[src/rtl/ctr_guard_pkg.sv]
package ctr_guard_pkg;

    typedef enum logic [1:0] {
        PRIV_U    = 2'b00,
        PRIV_S    = 2'b01,
        PRIV_RSVD = 2'b10,
        PRIV_M    = 2'b11
    } priv_e;

    localparam int unsigned  MASK_W    = 32;
    localparam int unsigned  CSR_AW    = 12;
    localparam int unsigned  IDX_W     = $clog2(MASK_W);
    localparam logic [3:0]   CTR_PAGE  = 4'hC;
    localparam logic [2:0]   BANK_LO   = 3'b000;
    localparam logic [2:0]   BANK_HI   = 3'b100;

    localparam logic         SEL_MACH  = 1'b0;
    localparam logic         SEL_SUPV  = 1'b1;

    typedef struct packed {
        logic [MASK_W-1:0] m_en;
        logic [MASK_W-1:0] s_en;
    } mask_state_t;

endpackage

[src/rtl/ctr_enable_regs.sv]
module ctr_enable_regs
    import ctr_guard_pkg::*;
(
    input  logic              clk_i,
    input  logic              rst_ni,
    input  logic              we_i,
    input  logic              sel_i,
    input  logic [MASK_W-1:0] wdata_i,
    output logic [MASK_W-1:0] m_en_o,
    output logic [MASK_W-1:0] s_en_o
);

    mask_state_t st_d, st_q;

    always_comb begin
        st_d = st_q;
        if (we_i) begin
            if (sel_i == SEL_SUPV) st_d.s_en = wdata_i;
            else                   st_d.m_en = wdata_i;
        end
    end

    always_ff @(posedge clk_i) begin
        if (!rst_ni) st_q <= '0;
        else         st_q <= st_d;
    end

    assign m_en_o = st_q.m_en;
    assign s_en_o = st_q.s_en;

endmodule

[src/rtl/ctr_perm_decode.sv]
module ctr_perm_decode
    import ctr_guard_pkg::*;
#(
    parameter bit HAS_SMODE = 1'b1
) (
    input  logic              valid_i,
    input  logic [1:0]        priv_i,
    input  logic [CSR_AW-1:0] addr_i,
    input  logic              write_i,
    input  logic [MASK_W-1:0] m_en_i,
    input  logic [MASK_W-1:0] s_en_i,
    output logic              grant_o,
    output logic              illegal_o,
    output logic [CSR_AW-1:0] fault_addr_o
);

    logic             page_hit;
    logic [2:0]       bank;
    logic             in_range;
    logic [IDX_W-1:0] idx;
    logic             m_bit;
    logic             s_bit;
    logic             permitted;
    priv_e            lvl;

    assign lvl      = priv_e'(priv_i);
    assign page_hit = (addr_i[11:8] == CTR_PAGE);
    assign bank     = addr_i[7:5];
    assign in_range = page_hit && ((bank == BANK_LO) || (bank == BANK_HI));
    assign idx      = addr_i[IDX_W-1:0];
    assign m_bit    = m_en_i[idx];
    assign s_bit    = s_en_i[idx];

    generate
        if (HAS_SMODE) begin : g_three_level
            always_comb begin
                unique case (lvl)
                    PRIV_M:  permitted = 1'b1;
                    PRIV_S:  permitted = m_bit;
                    default: permitted = m_bit && s_bit;
                endcase
            end
        end else begin : g_two_level
            always_comb begin
                permitted = (lvl == PRIV_M) ? 1'b1 : m_bit;
            end
        end
    endgenerate

    always_comb begin
        grant_o      = 1'b0;
        illegal_o    = 1'b0;
        fault_addr_o = '0;
        if (valid_i && in_range) begin
            if (write_i || !permitted) begin
                illegal_o    = 1'b1;
                fault_addr_o = addr_i;
            end else begin
                grant_o = 1'b1;
            end
        end
    end

endmodule

[src/rtl/ctr_event_counters.sv]
module ctr_event_counters #(
    parameter int unsigned CNT_W = 16
) (
    input  logic             clk_i,
    input  logic             rst_ni,
    input  logic             retire_i,
    input  logic             squash_i,
    output logic [CNT_W-1:0] cycle_o,
    output logic [CNT_W-1:0] retired_o
);

    typedef struct packed {
        logic [CNT_W-1:0] cycles;
        logic [CNT_W-1:0] retired;
    } cnt_state_t;

    cnt_state_t st_d, st_q;

    always_comb begin
        st_d        = st_q;
        st_d.cycles = st_q.cycles + 1'b1;
        if (retire_i && !squash_i) begin
            st_d.retired = st_q.retired + 1'b1;
        end
    end

    always_ff @(posedge clk_i) begin
        if (!rst_ni) st_q <= '0;
        else         st_q <= st_d;
    end

    assign cycle_o   = st_q.cycles;
    assign retired_o = st_q.retired;

endmodule

[src/rtl/ctr_access_guard.sv]
module ctr_access_guard
    import ctr_guard_pkg::*;
#(
    parameter bit          HAS_SMODE = 1'b1,
    parameter int unsigned CNT_W     = 16
) (
    input  logic             clk_i,
    input  logic             rst_ni,
    input  logic             acc_valid_i,
    input  logic [1:0]       acc_priv_i,
    input  logic [11:0]      acc_addr_i,
    input  logic             acc_write_i,
    input  logic             mask_we_i,
    input  logic             mask_sel_i,
    input  logic [31:0]      mask_wdata_i,
    input  logic             retire_i,
    output logic [31:0]      m_mask_o,
    output logic [31:0]      s_mask_o,
    output logic             grant_o,
    output logic             illegal_o,
    output logic [11:0]      fault_addr_o,
    output logic [CNT_W-1:0] cycle_o,
    output logic [CNT_W-1:0] retired_o
);

    logic [MASK_W-1:0] m_en;
    logic [MASK_W-1:0] s_en;
    logic              illegal;

    ctr_enable_regs u_masks (
        .clk_i   (clk_i),
        .rst_ni  (rst_ni),
        .we_i    (mask_we_i),
        .sel_i   (mask_sel_i),
        .wdata_i (mask_wdata_i),
        .m_en_o  (m_en),
        .s_en_o  (s_en)
    );

    ctr_perm_decode #(
        .HAS_SMODE (HAS_SMODE)
    ) u_decode (
        .valid_i      (acc_valid_i),
        .priv_i       (acc_priv_i),
        .addr_i       (acc_addr_i),
        .write_i      (acc_write_i),
        .m_en_i       (m_en),
        .s_en_i       (s_en),
        .grant_o      (grant_o),
        .illegal_o    (illegal),
        .fault_addr_o (fault_addr_o)
    );

    ctr_event_counters #(
        .CNT_W (CNT_W)
    ) u_counters (
        .clk_i     (clk_i),
        .rst_ni    (rst_ni),
        .retire_i  (retire_i),
        .squash_i  (illegal),
        .cycle_o   (cycle_o),
        .retired_o (retired_o)
    );

    assign illegal_o = illegal;
    assign m_mask_o  = m_en;
    assign s_mask_o  = s_en;

endmodule

[config.mk]
export PLATFORM = sky130hd
export DESIGN_NAME = ctr_access_guard
export DESIGN_NICKNAME = d
export VERILOG_FILES = /design/src/rtl/ctr_guard_pkg.sv /design/src/rtl/ctr_enable_regs.sv /design/src/rtl/ctr_perm_decode.sv /design/src/rtl/ctr_event_counters.sv /design/src/rtl/ctr_access_guard.sv
export SDC_FILE = /design/constraint.sdc
export NUM_CORES = 1
export LEC_CHECK = 0
export BUFFER_PORTS_ARGS = -buffer_cell sky130_fd_sc_hd__buf_2
export CAP_MARGIN = 20
export CELL_PAD_IN_SITES_DETAIL_PLACEMENT = 1
export CELL_PAD_IN_SITES_GLOBAL_PLACEMENT = 1
export CORE_MARGIN = 3
export CORE_UTILIZATION = 40
export DETAILED_ROUTE_END_ITERATION = 12
export GPL_ROUTABILITY_DRIVEN = 0
export GPL_TIMING_DRIVEN = 1
export PLACE_DENSITY_LB_ADDON = 0.3
export SLEW_MARGIN = 20
export SYNTH_ARGS = -nofsm -noshare
export SYNTH_HDL_FRONTEND = slang
export SYNTH_HIERARCHICAL = 1
export SYNTH_SLANG_ARGS = --single-unit
[constraint.sdc]
create_clock -name clk_i -period 8.99 [get_ports clk_i]
set_clock_uncertainty 0.1 [all_clocks]
set_input_delay 1.798 -clock clk_i [delete_from_list [all_inputs] [get_ports clk_i]]
set_output_delay 1.798 -clock clk_i [all_outputs]
set_load 0.05 [all_outputs]
After elaboration in Yosys (flattened, before gate mapping)

Index checks and enable logic that the tools add are counted.

Add/sub/neg operators: 2
$lt $le $gt $ge: 1
Eq/ne operators: 4
Mux-type cells: 11
Bitwise gates (word level): 1
Reductions and logical operators: 11

Operators with widths:

| kind                                               | count |
|---|---|
| adder 16 x 1 -> 16 bit, second input constant      | 2 |
| two-way mux 12 bit                                 | 2 |
| binary-select mux 1 bit (select 5 bit)             | 2 |
| < comparator 5 x 6 -> 1 bit, second input constant | 1 |
| two-way mux 1 bit                                  | 6 |
| == test 4 bit, second input constant               | 1 |
| logical AND 1 bit                                  | 4 |
| AND reduction 2 bit                                | 2 |
| == test 3 bit, second input constant               | 1 |
| zero test 3 bit                                    | 1 |
| == test 2 x 1 -> 1 bit, second input constant      | 1 |
| == test 2 bit, second input constant               | 1 |
| zero test 1 bit                                    | 2 |
| logical OR 1 bit                                   | 2 |
| case mux 1 bit (2 select lines)                    | 1 |
| NOT 1 bit                                          | 1 |

Register bits after elaboration: 96
Input port bits: 53
Output and inout bits: 110
Word-level logic and storage cells: 34

Longest topological paths before layout

Word-level depth: 10
Mapped depth: 12
Mapped depth without buffers: 9

By module

The synthesis kept the hierarchy.

By module, submodules not included:

| module             | instances | cells an instance | area an instance (um^2) | seq. area each (um^2) |
|---|---|---|---|---|
| ctr_enable_regs    | 1         | 245               | 2438.6                  | 1281.2 |
| ctr_event_counters | 1         | 154               | 1448.9                  | 640.6 |
| ctr_perm_decode    | 1         | 88                | 753.2                   | 0.0 |

Worst setup path before layout

OpenSTA, ideal clock, no wires.

Kind: in2out
Start point: in acc_addr_i[0]
End point: out grant_o
Data arrival time: 4101 ps
Required time: 7092 ps
Setup slack: 2991 ps
Stages on the path: 7
Buffers on the path: 2
Cells stage by stage: buf_6 -> buf_4 -> mux2i_1 -> a221o_1 -> o21ai_1 -> o21ai_1 -> nor3b_1

Word-level cells in the longest chain between the ends: 8
Elaborated cells on any way between the ends: 10
Classes of those cells: mux: 7; reduce/logical: 3

RTL lines:

| item                                                             | RTL line                                     | text |
|---|---|---|
| from (decl)                                                      | ctr_access_guard.sv:11                       | `input logic [11:0] acc_addr_i,` |
| binary-select mux 1 bit (select 5 bit), on equally long branches | ctr_perm_decode.sv:31, ctr_perm_decode.sv:32 |  |
| two-way mux 1 bit, on equally long branches                      | ctr_perm_decode.sv:31, ctr_perm_decode.sv:32 |  |
| logical AND 1 bit                                                | ctr_perm_decode.sv:40                        | `default: permitted = m_bit && s_bit;` |
| case mux 1 bit (2 select lines) *                                | ctr_perm_decode.sv:37                        | `unique case (lvl)` |
| zero test 1 bit *                                                | ctr_perm_decode.sv:55                        | `if (write_i \|\| !permitted) begin` |
| logical OR 1 bit *                                               | ctr_perm_decode.sv:55                        |  |
| two-way mux 1 bit *                                              | ctr_perm_decode.sv:55                        |  |
| two-way mux 1 bit *                                              | ctr_perm_decode.sv:54                        | `if (valid_i && in_range) begin` |
| to (decl)                                                        | ctr_access_guard.sv:19                       | `output logic grant_o,` |

Every way passes the cells marked *; elsewhere a longest branch is shown, timed or not. The select of a mux whose other input is x is not followed.

Final worst setup path

Start point: in acc_addr_i[0]
End point: out illegal_o

Word-level cells in the longest chain between the ends: 8
Elaborated cells on any way between the ends: 10
Classes of those cells: mux: 7; reduce/logical: 3

RTL lines:

| item                                                             | RTL line                                     | text |
|---|---|---|
| binary-select mux 1 bit (select 5 bit), on equally long branches | ctr_perm_decode.sv:31, ctr_perm_decode.sv:32 |  |
| two-way mux 1 bit, on equally long branches                      | ctr_perm_decode.sv:31, ctr_perm_decode.sv:32 |  |
| logical AND 1 bit                                                | ctr_perm_decode.sv:40                        |  |
| case mux 1 bit (2 select lines) *                                | ctr_perm_decode.sv:37                        |  |
| zero test 1 bit *                                                | ctr_perm_decode.sv:55                        |  |
| logical OR 1 bit *                                               | ctr_perm_decode.sv:55                        |  |
| two-way mux 1 bit *                                              | ctr_perm_decode.sv:55                        |  |
| two-way mux 1 bit *                                              | ctr_perm_decode.sv:54                        |  |
| to (decl)                                                        | ctr_access_guard.sv:20                       | `output logic illegal_o,` |

Marked as above.

==> impl_results.md <==
- Die Y-Extent: ~110 µm
- CTS clk-pin slew, worst paths: ~60 ps
- First-pass GRT wire length: 20930 µm
- Hold Path End: u_counters/retired_o[15]
- Worst hold-check path type: reg -> reg
- Power per cell area: 176.7 mW/mm²
- Leakage: 0.002697 µW
- Grt ovf: 0
- Yosys warns: 6
- Synth Area in Compound Gates: 0.04610
- Initial antenna violation count: 0
- Residual DRC: 0
- Seq. cell area: between 0.0015 and 0.002 mm²
- Routed WL per cell: 17.13 µm
- Unrepaired setup endpoints after global routing: false
- Clk Latency, worst-skew pair: 340 ps
- Commonest non-fill, non-tap cell in the layout: buf_2
- Most Crowded Layer GR: met2
- Worst slew pin tran: about 1100 ps
- Via Count: around 4000
- I/O Pins: 163
- Fillers: between 1000 and 1500
- Via-per-instance ratio: between 5 and 6
- Crit-path max FO: 27
- VDD IR max: about 0.09 mV
- Cells along the critical path: buf_2, mux4_2, mux2_2, a221oi_2, o21ai_1, o211ai_1, buf_2
- Pre-Repair DR Iteration Count: 4
- Slew margin rel.: 0.2876
- Synthesized-area fraction occupied by adder cells: 0.005392
- Final hold violations: 0
- Number of flops mapped to enable cells by yosys: 0
- Hold_buf cts: 0
- Worst path most repeated cell: buf_2
- Status: finished, final reports clean
- Synth cell types: 47
- Worst reg2reg path depth: 9
- Post_cts resized: 0
- Final period util: 0.7052
- Largest family of logic cells by synthesized area: multiplexers
- Crit path max-delay cell type: buf_2
- Most frequent cells in the layout: buf_2 (157), nand2_1 (117), dfxtp_1 (96)
- Diode count: 0
- Max Cap Viol: 0
- R2R Path Start: u_masks/m_en_o[31]
- Synth Area in XOR/XNOR: 0.03586
- Mux cell area share after synthesis: 0.2281
- Synth Flop Type: dfxtp_1
- Post-CTS setup buffer count: 0
- Die footprint: 0.01293 mm²
- GR Layer Usage met3: 0.03767
- Core Region: 0.01108 mm²
- CTS max path bufs: 2
- CTS Sinks: 96
- Port Buffer Count: 158
- Share of layout cells above drive strength 1: 0.3065
- CTS tree: yes
- Sequential area share after synthesis: 0.4141
- CTS H-tree lvls: 3
- Area of the multi-input gates: 0.002500 mm²
- Fin Hold WS: 374.1 ps
- GR Util met1: 0.2554
- Total wire length: around 13000 µm
- Final setup fails: 0
- Crit path DAT: approximately 4400 ps
- Largest net degree at the start of global routing: 134
- Mapped Avg Cell Area: 9.529 µm²
- First-iteration detailed-routing DRC count: 197
- Mapped Area: 0.004641 mm²
- Fin. max-slew vios: 0
- Die W: 113.7 µm
- F_max: 157.7 MHz
- Initial Utilization: 0.4189
- Tot GR Track Use: 0.2022
- Startpoint types: input port
- RR Endpoint: u_counters/retired_o[11]
- Clk root buf: clkbuf_16
- Setup crit end kind: output port
- WS Path Type: in -> out
- Ys async rst share: 0
- Synth Instances: 487
- WP data required: a little over 7000 ps
- Met2 GRT Util: 0.3483
- Antenna Violating Nets Remaining: 0
- HPWL after detailed placement: between 9000 and 10000 µm
- Nets@finish: approximately 680
- Yosys reg bits: 96
- Area growth syn-to-layout: 23.16%
- R2R setup slack: 6080 ps
- Crit path largest cell delay: around 600 ps
- Cell Rows: 38
- Worst Hold Depth: 2
- Inserted Clock Buffers: 9
- Synth Area in Simple Gates: 0.2181
- Final Critical Period: about 6300 ps
- Min-delay src: u_counters/retired_o[15]
- Setup_tns: 0 ps
- Vias in the first global route: 4070
==> worst max path at each step <==
stage / endpoint / depth (start not counted) / startpoint
final: illegal_o / 7 / acc_addr_i[0]
after global routing: fault_addr_o[1] / 8 / acc_addr_i[0]
after CTS: illegal_o / 7 / acc_addr_i[0]
after detailed placement: illegal_o / 7 / acc_addr_i[0]
after global placement: illegal_o / 7 / acc_addr_i[0]
after floorplan: grant_o / 7 / acc_addr_i[0]
==> routing by layer <==
| layer | share of wire | vias up |
|---|---|---|
| li1 | - | 1939 |
| met1 | 0.44 | 1937 |
| met2 | 0.49 | 115 |
| met3 | 0.058 | 13 |
| met4 | 0.012 | 0 |
| met5 | 0 | - |
==> synthesized netlist by cell type, types with 3 or more instances <==
master / count / area, µm²
nor2_1: 5 / 18.77
buf_4: 11 / 82.58
clkbuf_1: 6 / 22.52
xnor2_1: 12 / 105.1
buf_2: 8 / 40.04
nand4_1: 5 / 31.28
o21ai_0: 5 / 25.02
dfxtp_1: 96 / 1922
nor3_1: 4 / 20.02
nand2b_1: 9 / 56.30
or3_1: 5 / 31.28
xor2_1: 7 / 61.31
nand3_1: 13 / 65.06
a21boi_1: 4 / 30.03
nor2b_1: 6 / 37.54
buf_6: 7 / 78.83
inv_1: 4 / 15.01
mux2i_1: 90 / 900.9
o21ai_1: 3 / 15.01
mux4_2: 6 / 135.1
and2_1: 29 / 181.4
a22oi_1: 3 / 22.52
nand2_1: 117 / 439.2
==> metrics by stage <==
step	cell area, µm²	utilization	cells	total power (µW)	worst slack [ps]
after detailed placement	5413	0.4886	757	633.8	2678
after global routing	5715	0.5159	773	1051	2500
final	5715	0.5159	773	1010	2650
after CTS	5712	0.5156	773	1022	2652
after floorplan	4652	-	490	591.8	2991
after global placement	5413	0.4886	757	629.7	2708
==> cell type report <==
cell class | instances | share of cell area
Sequential cell | 96 | 0.3363
Multi-Input combinational cell | 358 | 0.4374
Tap cell | 140 | 0.03065
Timing Repair Buffer | 159 | 0.1408
Clock inverter | 5 | 0.009851
Clock buffer | 11 | 0.04247
Inverter | 4 | 0.002627
==> cells by family (layout without fill, tap and decap cells) <==
kind of cell | after synthesis | in the layout
simple gates | 207 | 207
mux | 98 | 98
flops | 96 | 96
buf+inv | 36 | 179
compound gates | 28 | 28
xor+xnor | 19 | 19
fa+ha+maj | 2 | 2
other cells | 1 | 4
==> critical path: cells and delay by family <==
family                 cells  cell delay (ps)
AOI/OAI and AO/OA          3              780
buffers and inverters      2              960
muxes                      2              870
==> report_power, final <==
part	switching [µW]	internal, µW	total [µW]	leakage [µW]
sequential	16.0	442	458	0.000783
clock	163	223	386	0.000145
combinational	116	49.5	165	0.00177
total	295	715	1010	0.00270
==> flip-flops by register name, summed over array words and instances (netlist names) <==
name and cells:
u_counters/retired_o 16, u_masks/m_en_o 32, u_counters/cycle_o 16, u_masks/s_en_o 32
(Power assumes the default switching activity.)
